===== src/rtl/gpr_dp_pkg.sv =====
package gpr_dp_pkg;

    localparam int SEL_W  = 3;
    localparam int OPR_W  = 5;
    localparam int CW_W   = 3 * SEL_W + OPR_W;
    localparam int NUM_GP = (1 << SEL_W) - 1;

    typedef enum logic [OPR_W-1:0] {
        OP_PASS_A = 5'b00000,
        OP_INC_A  = 5'b00001,
        OP_ADD    = 5'b00010,
        OP_SUB    = 5'b00101,
        OP_DEC_A  = 5'b00110,
        OP_AND    = 5'b01000,
        OP_OR     = 5'b01010,
        OP_XOR    = 5'b01100,
        OP_NOT_A  = 5'b01110,
        OP_SHR_A  = 5'b10000,
        OP_SHL_A  = 5'b11000
    } alu_op_e;

    // Field order is fixed: source A is the most significant field.
    typedef struct packed {
        logic [SEL_W-1:0] src_a;
        logic [SEL_W-1:0] src_b;
        logic [SEL_W-1:0] dst;
        logic [OPR_W-1:0] opr;
    } ctrl_word_t;

    typedef struct packed {
        logic zero;
        logic neg;
        logic carry;
        logic ovf;
        logic illegal;
    } alu_flags_t;

    function automatic logic op_is_known(logic [OPR_W-1:0] code);
        case (code)
            OP_PASS_A, OP_INC_A, OP_ADD, OP_SUB, OP_DEC_A,
            OP_AND, OP_OR, OP_XOR, OP_NOT_A, OP_SHR_A, OP_SHL_A:
                return 1'b1;
            default:
                return 1'b0;
        endcase
    endfunction

endpackage


===== src/rtl/gpr_bank.sv =====
module gpr_bank
    import gpr_dp_pkg::*;
#(
    parameter int W = 8
) (
    input  logic                        clk,
    input  logic                        rst,
    input  logic                        wr_en,
    input  logic [SEL_W-1:0]            wr_sel,
    input  logic [W-1:0]                wr_data,
    output logic [NUM_GP:1]             wr_hit,
    output logic [NUM_GP:1][W-1:0]      regs_q
);

    for (genvar g = 1; g <= NUM_GP; g++) begin : g_reg
        assign wr_hit[g] = wr_en && (wr_sel == SEL_W'(g));

        always_ff @(posedge clk) begin
            if (rst) begin
                regs_q[g] <= '0;
            end else if (wr_hit[g]) begin
                regs_q[g] <= wr_data;
            end
        end
    end

endmodule


===== src/rtl/bus_src_mux.sv =====
module bus_src_mux
    import gpr_dp_pkg::*;
#(
    parameter int W = 8
) (
    input  logic [SEL_W-1:0]            sel,
    input  logic [W-1:0]                ext_in,
    input  logic [NUM_GP:1][W-1:0]      regs_q,
    output logic [W-1:0]                bus
);

    always_comb begin
        bus = ext_in;
        for (int i = 1; i <= NUM_GP; i++) begin
            if (sel == SEL_W'(i)) begin
                bus = regs_q[i];
            end
        end
    end

endmodule


===== src/rtl/alu_core.sv =====
module alu_core
    import gpr_dp_pkg::*;
#(
    parameter int W = 8
) (
    input  logic [W-1:0]      a,
    input  logic [W-1:0]      b,
    input  logic [OPR_W-1:0]  opr,
    output logic [W-1:0]      result,
    output alu_flags_t        flags
);

    localparam int MSB = W - 1;

    logic [W:0]   sum_ext;
    logic [W-1:0] addend;
    logic         cin;
    logic         use_adder;
    logic         signed_op;

    // One shared adder serves add, subtract, increment and decrement.
    always_comb begin
        use_adder = 1'b1;
        addend    = b;
        cin       = 1'b0;
        case (opr)
            OP_INC_A: begin addend = '0;  cin = 1'b1; end
            OP_ADD:   begin addend = b;   cin = 1'b0; end
            OP_SUB:   begin addend = ~b;  cin = 1'b1; end
            OP_DEC_A: begin addend = '1;  cin = 1'b0; end
            default:  use_adder = 1'b0;
        endcase
        sum_ext = {1'b0, a} + {1'b0, addend} + {{W{1'b0}}, cin};
    end

    always_comb begin
        result        = '0;
        flags.carry   = 1'b0;
        flags.illegal = 1'b0;
        signed_op     = 1'b0;
        if (use_adder) begin
            result      = sum_ext[W-1:0];
            flags.carry = sum_ext[W];
            signed_op   = 1'b1;
        end else begin
            case (opr)
                OP_PASS_A: result = a;
                OP_AND:    result = a & b;
                OP_OR:     result = a | b;
                OP_XOR:    result = a ^ b;
                OP_NOT_A:  result = ~a;
                OP_SHR_A: begin
                    result      = {1'b0, a[MSB:1]};
                    flags.carry = a[0];
                end
                OP_SHL_A: begin
                    result      = {a[MSB-1:0], 1'b0};
                    flags.carry = a[MSB];
                end
                default:   flags.illegal = 1'b1;
            endcase
        end
        // Signed overflow: both adder operands agree in sign, result differs.
        flags.ovf  = signed_op && (a[MSB] == addend[MSB]) && (result[MSB] != a[MSB]);
        flags.zero = (result == '0);
        flags.neg  = result[MSB];
    end

endmodule


===== src/rtl/reg_bus_datapath.sv =====
module reg_bus_datapath
    import gpr_dp_pkg::*;
#(
    parameter int WIDTH = 8
) (
    input  logic              clk,
    input  logic              rst,
    input  logic [CW_W-1:0]   ctrl_word,
    input  logic [WIDTH-1:0]  ext_in,
    input  logic              valid,
    output logic [WIDTH-1:0]  out_data,
    output logic              flag_zero,
    output logic              flag_neg,
    output logic              flag_carry,
    output logic              flag_ovf,
    output logic              flag_illegal
);

    ctrl_word_t                       cw;
    logic [NUM_GP:1][WIDTH-1:0]       regs_q;
    logic [NUM_GP:1]                  wr_hit;
    logic [WIDTH-1:0]                 bus_a;
    logic [WIDTH-1:0]                 bus_b;
    logic [WIDTH-1:0]                 alu_res;
    alu_flags_t                       alu_flg;
    logic                             wb_en;

    assign cw    = ctrl_word_t'(ctrl_word);
    assign wb_en = valid && (cw.dst != '0);

    bus_src_mux #(.W(WIDTH)) u_mux_a (
        .sel    (cw.src_a),
        .ext_in (ext_in),
        .regs_q (regs_q),
        .bus    (bus_a)
    );

    bus_src_mux #(.W(WIDTH)) u_mux_b (
        .sel    (cw.src_b),
        .ext_in (ext_in),
        .regs_q (regs_q),
        .bus    (bus_b)
    );

    alu_core #(.W(WIDTH)) u_alu (
        .a      (bus_a),
        .b      (bus_b),
        .opr    (cw.opr),
        .result (alu_res),
        .flags  (alu_flg)
    );

    gpr_bank #(.W(WIDTH)) u_bank (
        .clk     (clk),
        .rst     (rst),
        .wr_en   (wb_en),
        .wr_sel  (cw.dst),
        .wr_data (alu_res),
        .wr_hit  (wr_hit),
        .regs_q  (regs_q)
    );

    assign out_data     = alu_res;
    assign flag_zero    = alu_flg.zero;
    assign flag_neg     = alu_flg.neg;
    assign flag_carry   = alu_flg.carry;
    assign flag_ovf     = alu_flg.ovf;
    assign flag_illegal = alu_flg.illegal;

endmodule


===== config.mk =====
export PLATFORM = sky130hd
export DESIGN_NAME = reg_bus_datapath
export DESIGN_NICKNAME = d
export VERILOG_FILES = /design/src/rtl/gpr_dp_pkg.sv /design/src/rtl/gpr_bank.sv /design/src/rtl/bus_src_mux.sv /design/src/rtl/alu_core.sv /design/src/rtl/reg_bus_datapath.sv
export SDC_FILE = /design/constraint.sdc
export NUM_CORES = 1
export LEC_CHECK = 0
export ABC_AREA = 1
export BUFFER_PORTS_ARGS = -buffer_cell sky130_fd_sc_hd__buf_2
export CORE_ASPECT_RATIO = 1.4
export CORE_MARGIN = 2
export CORE_UTILIZATION = 55
export CTS_BUF_LIST = sky130_fd_sc_hd__clkbuf_16
export DETAILED_ROUTE_END_ITERATION = 6
export PLACE_DENSITY = 0.74
export SLEW_MARGIN = 20
export SYNTH_ARGS = -nofsm -noshare
export SYNTH_HDL_FRONTEND = slang
export SYNTH_SLANG_ARGS = --single-unit
export TNS_END_PERCENT = 100

===== constraint.sdc =====
create_clock -name clk -period 4.6 [get_ports clk]
set_clock_uncertainty 0.1 [all_clocks]
set_input_delay 0.46 -clock clk [delete_from_list [all_inputs] [get_ports clk]]
set_output_delay 0.46 -clock clk [all_outputs]
set_load 0.03 [all_outputs]

==> results of run 1 <==
==> cell families after synthesis <==
kind of cell	after synthesis	synth area share
flip-flops	56	0.235
buffers and inverters	186	0.150
AO/OA/AOI/OAI	199	0.230
adder cells (fa/ha/maj)	25	0.0688
AND/OR/NAND/NOR	335	0.316
==> layout by cell type, fill, tap and decap left out, types with 2 or more instances in the layout <==
master                       synthesis  routed
sky130_fd_sc_hd__nand3b_1            3       3
sky130_fd_sc_hd__inv_1             158     150
sky130_fd_sc_hd__nand2_2            13      14
sky130_fd_sc_hd__clkinvlp_4          0       2
sky130_fd_sc_hd__nor2_1             91      87
sky130_fd_sc_hd__o21ai_2             0       4
sky130_fd_sc_hd__dfxtp_1            56      56
sky130_fd_sc_hd__inv_2               6      13
sky130_fd_sc_hd__nor2_2              1       5
sky130_fd_sc_hd__or2_2               2       2
sky130_fd_sc_hd__buf_4               1      33
sky130_fd_sc_hd__nor3_1              3       2
sky130_fd_sc_hd__a221oi_1            8       7
sky130_fd_sc_hd__o21ai_1             4       7
sky130_fd_sc_hd__fa_2                0       2
sky130_fd_sc_hd__o21ai_0            95      88
sky130_fd_sc_hd__buf_6               1       2
sky130_fd_sc_hd__nor3_4              1       2
sky130_fd_sc_hd__clkbuf_16           0       5
sky130_fd_sc_hd__o211ai_1           17      17
sky130_fd_sc_hd__nand4_1             7       7
sky130_fd_sc_hd__a31oi_1             2       2
sky130_fd_sc_hd__nand3_1            53      51
sky130_fd_sc_hd__nand3_2             4       5
sky130_fd_sc_hd__a211oi_1            2       2
sky130_fd_sc_hd__buf_2               3      34
sky130_fd_sc_hd__nand2_1           148     147
sky130_fd_sc_hd__a21oi_1            66      65
sky130_fd_sc_hd__ha_1               23      23
sky130_fd_sc_hd__nand3_4             1       2
sky130_fd_sc_hd__nor3_2              3       3
sky130_fd_sc_hd__o2111ai_1           3       3
==> Yosys cell counts (2+ instances only) <==
library cell	instances
sky130_fd_sc_hd__inv_1	158
sky130_fd_sc_hd__nand2_1	148
sky130_fd_sc_hd__o21ai_0	95
sky130_fd_sc_hd__nor2_1	91
sky130_fd_sc_hd__a21oi_1	66
sky130_fd_sc_hd__dfxtp_1	56
sky130_fd_sc_hd__nand3_1	53
sky130_fd_sc_hd__ha_1	23
sky130_fd_sc_hd__o211ai_1	17
sky130_fd_sc_hd__clkbuf_1	16
sky130_fd_sc_hd__nand2_2	13
sky130_fd_sc_hd__a221oi_1	8
sky130_fd_sc_hd__nand4_1	7
sky130_fd_sc_hd__inv_2	6
sky130_fd_sc_hd__nand3_2	4
sky130_fd_sc_hd__o21ai_1	4
sky130_fd_sc_hd__buf_2	3
sky130_fd_sc_hd__nand3b_1	3
sky130_fd_sc_hd__nor3_1	3
sky130_fd_sc_hd__nor3_2	3
sky130_fd_sc_hd__o2111ai_1	3
sky130_fd_sc_hd__a211oi_1	2
sky130_fd_sc_hd__a31oi_1	2
sky130_fd_sc_hd__fa_1	2
sky130_fd_sc_hd__or2_2	2
==> worst min-delay path: cells and delay by family <==
family	cells	cell delay, ns
AO/OA/AOI/OAI	1	0.14
buffers and inverters	1	0.10
AND/OR/NAND/NOR	2	0.12
==> layer usage <==
metal  wire [um]  vias to the layer above  share of wire  GRT usage
li1            -                     2695              -          -
met4        1150                        0          0.073      0.219
met5           0                        -              0          0
met1        5710                     2416           0.36      0.349
met3         909                       87          0.057     0.0465
met2        8050                      264           0.51      0.627
==> metrics by stage <==
stage / util / std cells / setup slack, ns
floorplan: - / 801 / 0.0325
global placement: 0.612 / 951 / 0.0180
detailed placement: 0.612 / 951 / -0.000773
CTS: 0.630 / 959 / -0.000386
global route: 0.643 / 962 / -0.130
finish: 0.643 / 962 / 0.0883
==> how the worst min path moves through the flow <==
stage	slack, ns	to	depth (start not counted)
2_1_floorplan	0.41	u_bank.regs_q[24]	2
3_3_place_gp	0.44	u_bank.regs_q[44]	4
3_5_place_dp	0.46	u_bank.regs_q[44]	4
4_1_cts	0.46	u_bank.regs_q[24]	4
5_1_grt	0.49	u_bank.regs_q[24]	4
6_report	0.46	u_bank.regs_q[24]	4
==> report_power, final <==
part	leakage, nW	switching, mW	total, mW	internal (mW)
Clock	0.0719	0.190	0.397	0.207
Combinational	2.40	0.363	0.546	0.183
Sequential	0.455	0.0115	0.513	0.502
==> final cells by class <==
| class | instances | area share |
|---|---|---|
| clock buffer | 5 | 0.0229 |
| sequential | 56 | 0.205 |
| tap | 105 | 0.0240 |
| timing repair buffer | 69 | 0.0805 |
| clock inverter | 3 | 0.00503 |
| inverter | 165 | 0.114 |
| multi-input combinational | 559 | 0.548 |
==> what timing repair did <==
| item | in CTS | in global routing |
|---|---|---|
| endpoints found under the setup margin | 3 | 7 |
| pin swaps | 0 | 11 |
| buffers inserted | 0 | 3 |
| endpoints found under the hold margin | 0 | 0 |
| resized for setup | 1 | 40 |
| gates cloned | 0 | 0 |
==> metrics.md, run 1 <==
| Metric | Value |
|---|---|
| H-tree depth | 2 |
| Reg with most FFs | u_bank.regs_q |
| Startpoint of the lowest-slack register-to-register path | u_bank.regs_q[0] |
| Number of flip-flops in the largest register | 56 |
| Total area of sequential cells | 1120 um^2 |
| Count of input and output buffers | 37 |
| Syn nets | 851 |
| Setup violation total in the final timing report | 0 |
| Dpl cell area | 5210 um^2 |
| Sequential-to-total area share from yosys stat | 0.235 |
| Number of inserted diodes | 0 |
| # clock sinks | 56 |
| Multi-input gate area | 3000 um^2 |
| Routed vias/inst | 5.68 |
| Average wire per cell in the routed design | 16.4 um |
| P&R area growth vs syn | 14.9% |
| Final antenna-violating net count | 0 |
| Initial antenna violation count | 0 |
| P per Cell Area | 266 nW/um^2 |
| Cell repeated most along the worst path | sky130_fd_sc_hd__inv_2 |
| Top area cells in the synthesized netlist | sky130_fd_sc_hd__dfxtp_1 24%, sky130_fd_sc_hd__inv_1 12%, sky130_fd_sc_hd__nand2_1 12% |
| Signal arrival time at the worst endpoint | 3.95 ns |
| Final Hold Violating Endpoints | 0 |
| Worst R2R Path Depth | 25 |
| Critical path depth in cells | 26 |
| Maximum number of pins on one net before global-route repair | 51 |
| Number of synthesized flops with an enable pin | 0 |
| Clock period minus final worst setup slack | 4.51 ns |
| Slowest library cell on the worst path | sky130_fd_sc_hd__fa_2 |
| Startpoint type of the worst setup path | primary input |
| Critical path endpoint category | output port |
| Worst VDD drop | 0.271 mV |
| Post-DP HPWL | 12400 um |
| Max-slew violations | 0 |
| Fin Setup TNS | 0 ns |
| Root buf cell | sky130_fd_sc_hd__clkbuf_16 |
| Async S/R FF share, synth | 0 |
| Crit Path Category | in2out |
| Synth warn | 0 |
| Wire length of the first global-routing pass | 24200 um |
| TritonCTS clock tree | yes |
| Final critical-path share of the clock period | 0.981 |
| Insertion delay to the later sink of the worst-skew pair | 0.30 ns |
| Largest area contributor in the synthesized netlist | sky130_fd_sc_hd__dfxtp_1 |
| Weighted congestion reported at the end of routability-driven placement | 0.990 |
| Number of global-route vias before repair | 4977 |
| Slew of the pin with the lowest slew margin | 1.12 ns |
| Reg-to-reg critical path endpoint | u_bank.regs_q[6] |
| Netlist cell types | 38 |
| Post-Synthesis Mean Instance Area | 5.95 um^2 |
| Primary FF master, synth | sky130_fd_sc_hd__dfxtp_1 |
| Maximum achievable frequency | 222 MHz |
| Min-Delay Path Class | in2reg |
| X dimension of the die | 82.7 um |
| Initial DRC Count | 285 |
| Leakage power | 2.93 nW |
| Top Ports | 38 |
| Hold WS | 0.464 ns |
| Delay of the slowest cell on the worst path | 0.38 ns |
| Die H | 114 um |
| Fill count | 861 |
| Post-layout total power | 1.46 mW |
| Result of the run | finished, final reports clean |
| GR Util All Layers | 0.342 |
| Worst min-delay path startpoint | ctrl_word[6] |
| Vias after detailed routing | 5462 |
| Finished Cell Area | 5470 um^2 |
| Number of search-and-repair iterations in the first detailed-routing pass | 5 |
| CTS buffer count | 5 |
| Req. time, crit path | 4.04 ns |
| Largest fanout of any net on the critical path | 5 |
| Share of post-route cells with drive strength above 1 | 0.160 |
| Worst-case clock buffer depth | 2 |
| Crit path buffers/inverters | 7 |
| R2R setup slack | 0.75 ns |
| Clock input transition at the sequential cells of the worst setup and hold paths | 0.07 ns |
| Row count | 40 |
| Post-synthesis instance total | 801 |
| Overall routed net length | 15800 um |
| Family with the most delay on the worst path | compound AO/OA/AOI/OAI gates |
| Synth Register Bits | 56 |
| Area fraction of the dominant cell type after synthesis | 0.235 |
| # Max-Cap Violations | 0 |
| Slew Limit Headroom | 0.246 |
| Total die area | 9430 um^2 |
| Total of hold buffers inserted after clock tree synthesis | 0 |
| Number of nets in the finished design | 906 |
| Area of the mapped netlist | 4760 um^2 |
| Remaining Overflow, GRT | 0 |
| Worst setup path endpoint | flag_carry |
| Number of design rule violations left after detail routing | 0 |
| Core region area | 8510 um^2 |
| Leading registers by flop count | u_bank.regs_q x56 |
| Start point of the critical path | ctrl_word[10] |
| Initial Util | 0.560 |
Power figures use the tool's default switching activity.
==> run 2, diff against run 1 <==
--- a/config.mk
+++ b/config.mk
@@ -10,9 +10,10 @@
 export CORE_ASPECT_RATIO = 1.4
 export CORE_MARGIN = 2
 export CORE_UTILIZATION = 55
-export CTS_BUF_LIST = sky130_fd_sc_hd__clkbuf_16
+export CTS_BUF_LIST = sky130_fd_sc_hd__clkbuf_4 sky130_fd_sc_hd__clkbuf_8
 export DETAILED_ROUTE_END_ITERATION = 6
 export PLACE_DENSITY = 0.74
+export RECOVER_POWER = 25
 export SLEW_MARGIN = 20
 export SYNTH_ARGS = -nofsm -noshare
 export SYNTH_HDL_FRONTEND = slang
==> constraint.sdc (replaced) <==
create_clock -name clk -period 4.2 [get_ports clk]
set_clock_uncertainty 0.1 [all_clocks]
set_input_delay 0.42 -clock clk [delete_from_list [all_inputs] [get_ports clk]]
set_output_delay 0.42 -clock clk [all_outputs]
set_load 0.03 [all_outputs]
==> run 2 against run 1 <==
Setup slack worse by 0.073 ns; clock power is 22% lower; global-route usage is 1.2 points higher; sequential share of layout area is 1.3 points lower; critical endpoint is now flag_zero.
==> metrics.md, run 2 (synthesis results as in run 1) <==
| Metric | Value |
|---|---|
| Slew Limit Headroom | 0.349 |
| Post-layout util | 0.685 |
| Cells traversed along the worst timing path | buf_8, inv_8, nand3_4, buf_6, buf_2, o21ai_2, o21ai_0, buf_4, a31oi_1, a21oi_1, o21ai_1, nand2_1, buf_4, buf_4, inv_1, ha_1, a221oi_1, nand2_1, nor2_1, nand3_2, nor2_1, nand2_1, nor2_4, buf_6 |
| Maximum achievable frequency | 239 MHz |
| Average wire per cell in the routed design | 16.9 um |
| Initial Util | 0.560 |
| # Max-Cap Violations | 0 |
| Worst-case clock buffer depth | 2 |
| Maximum number of pins on one net before global-route repair | 51 |
| Setup violation total in the final timing report | 0 |
| Clock input transition at the sequential cells of the worst setup and hold paths | 0.10 ns |
| Net Switching | 628 uW |
| H-tree depth | 2 |
| Req. time, crit path | 3.68 ns |
| Max-slew violations | 0 |
| Hold WS | 0.430 ns |
| Total die area | 9430 um^2 |
| Root buf cell | sky130_fd_sc_hd__clkbuf_8 |
| Clk pwr share | 0.198 |
| X dimension of the die | 82.7 um |
| Startpoint of the lowest-slack register-to-register path | u_bank.regs_q[1] |
| Worst R2R Path Depth | 26 |
| Count of input and output buffers | 37 |
| Slowest library cell on the worst path | sky130_fd_sc_hd__a221oi_1 |
| Final critical-path share of the clock period | 0.996 |
| Post-layout total power | 1.56 mW |
| Critical path endpoint category | output port |
| P per Cell Area | 267 nW/um^2 |
| GR Util All Layers | 0.354 |
| Row count | 40 |
| Number of global-route vias before repair | 5300 |
| Delay of the slowest cell on the worst path | 0.33 ns |
| Slew of the pin with the lowest slew margin | 0.976 ns |
| Met2 track demand over resource in global routing | 0.643 |
| Weighted congestion reported at the end of routability-driven placement | 0.994 |
| Routed vias/inst | 5.73 |
| Signal arrival time at the worst endpoint | 3.66 ns |
| P&R area growth vs syn | 22.4% |
| Post-DP HPWL | 12900 um |
| Busiest metal layer after global routing | met2 |
| Largest fanout of any net on the critical path | 6 |
| Final Hold Violating Endpoints | 0 |
| Clock period minus final worst setup slack | 4.18 ns |
| Comb power frac | 0.440 |
| Startpoint type of the worst setup path | primary input |
| Core region area | 8510 um^2 |
| Result of the run | finished, final reports clean |
| Initial antenna violation count | 0 |
| Initial DRC Count | 352 |
| Sequential fraction of design power | 0.362 |
| Vias after detailed routing | 5715 |
| Internal Pwr Total | 927 uW |
| Min-Delay Path Class | in2reg |
| Number of inserted diodes | 0 |
| Die H | 114 um |
| TritonCTS clock tree | yes |
| Setup repair after global routing missed its margin | yes |
| Number of search-and-repair iterations in the first detailed-routing pass | 5 |
| Final antenna-violating net count | 0 |
| R2R setup slack | 0.63 ns |
| Reg-to-reg critical path endpoint | u_bank.regs_q[31] |
| Share of post-route cells with drive strength above 1 | 0.208 |
| # clock sinks | 56 |
| Insertion delay to the later sink of the worst-skew pair | 0.33 ns |
| Hold path depth | 4 |
| Number of design rule violations left after detail routing | 0 |
| Top Ports | 38 |
| Hold Path End | u_bank.regs_q[24] |
| Crit Path Category | in2out |
| Most frequent cells in the layout | 150 x sky130_fd_sc_hd__inv_1, 143 x sky130_fd_sc_hd__nand2_1, 86 x sky130_fd_sc_hd__o21ai_0, 86 x sky130_fd_sc_hd__nor2_1, 65 x sky130_fd_sc_hd__buf_4 |
| Worst min-delay path startpoint | ctrl_word[6] |
| Reg with most FFs | u_bank.regs_q |
| Most common cell after layout, fill and taps aside | sky130_fd_sc_hd__inv_1 |
| Sw frac | 0.404 |
| CTS buffer count | 5 |
| Global routing met1 resource utilization | 0.347 |
| Worst VDD drop | 0.248 mV |
| Wire length of the first global-routing pass | 25100 um |
| Remaining Overflow, GRT | 0 |
| Overall routed net length | 16800 um |
| Leading registers by flop count | u_bank.regs_q x56 |
| Leakage power | 3.10 nW |
| Number of flip-flops in the largest register | 56 |
| Number of nets in the finished design | 942 |
| Met3 Track Usage GR | 0.0450 |
## run 2: changes by cell type in the layout (fill, tap and decap cells not counted), moves of 4 or more
cell and change:
sky130_fd_sc_hd__nand3_1 -5, sky130_fd_sc_hd__buf_6 +7, sky130_fd_sc_hd__nand2_1 -4, sky130_fd_sc_hd__nand3_2 +5
sky130_fd_sc_hd__buf_2 -5, sky130_fd_sc_hd__clkbuf_8 +5, sky130_fd_sc_hd__buf_4 +32, sky130_fd_sc_hd__clkbuf_16 -5
## run 2: final cells by class
type                       instances  area (um^2)
inverter                         165          632
fill                             799         2680
clock inverter                     2         13.8
tap                              105          131
sequential                        56         1120
multi-input combinational        559         3090
timing repair buffer             105          764
clock buffer                       6         76.3
## run 2: critical path: cells and delay by family
family,cells,cell delay [ns]
and+or+nand+nor,8,1.06
buffers and inverters,9,1.04
adders and majority gates,1,0.23
AOI/OAI and AO/OA,6,0.90
## run 2: power by group through the flow
stage / combinational, mW / sequential [mW] / clock (mW)
final: 0.685 / 0.562 / 0.308
after global routing: 0.741 / 0.563 / 0.331
after CTS: 0.628 / 0.562 / 0.313
after detailed placement: 0.600 / 0.574 / 0
after global placement: 0.581 / 0.574 / 0
after floorplan: 0.380 / 0.569 / 0
## run 2: layer usage
metal | routed length, um | vias up
li1 | - | 2768
met1 | 5840 | 2585
met2 | 8500 | 268
met3 | 940 | 94
met4 | 1540 | 0
met5 | 0 | -
## run 2: worst max-delay path by stage
stage	endpoint	start
after CTS	flag_neg	ctrl_word[10]
after floorplan	flag_zero	ctrl_word[10]
after detailed placement	flag_carry	ctrl_word[10]
final	flag_zero	ctrl_word[10]
after global routing	flag_ovf	ctrl_word[10]
after global placement	flag_zero	ctrl_word[10]
## run 2: per-stage QoR
| stage | setup slack [ns] | cell area (um^2) | setup TNS, ns | cells |
|---|---|---|---|---|
| 6_report | 0.0155 | 5830 | 0 | 998 |
| 5_1_grt | -0.252 | 5830 | -1.04 | 998 |
| 4_1_cts | 0.00801 | 5650 | 0 | 992 |
| 3_5_place_dp | -0.146 | 5450 | -0.771 | 982 |
| 3_3_place_gp | -0.0562 | 5450 | -0.133 | 982 |
| 2_1_floorplan | -0.0727 | 4780 | -0.0727 | 801 |
## run 2: timing repair
item,in CTS,in global routing
gates resized for setup,38,40
pin swaps,17,32
endpoints found under the setup margin,6,6
buffers inserted,2,6
hold buffers,0,0
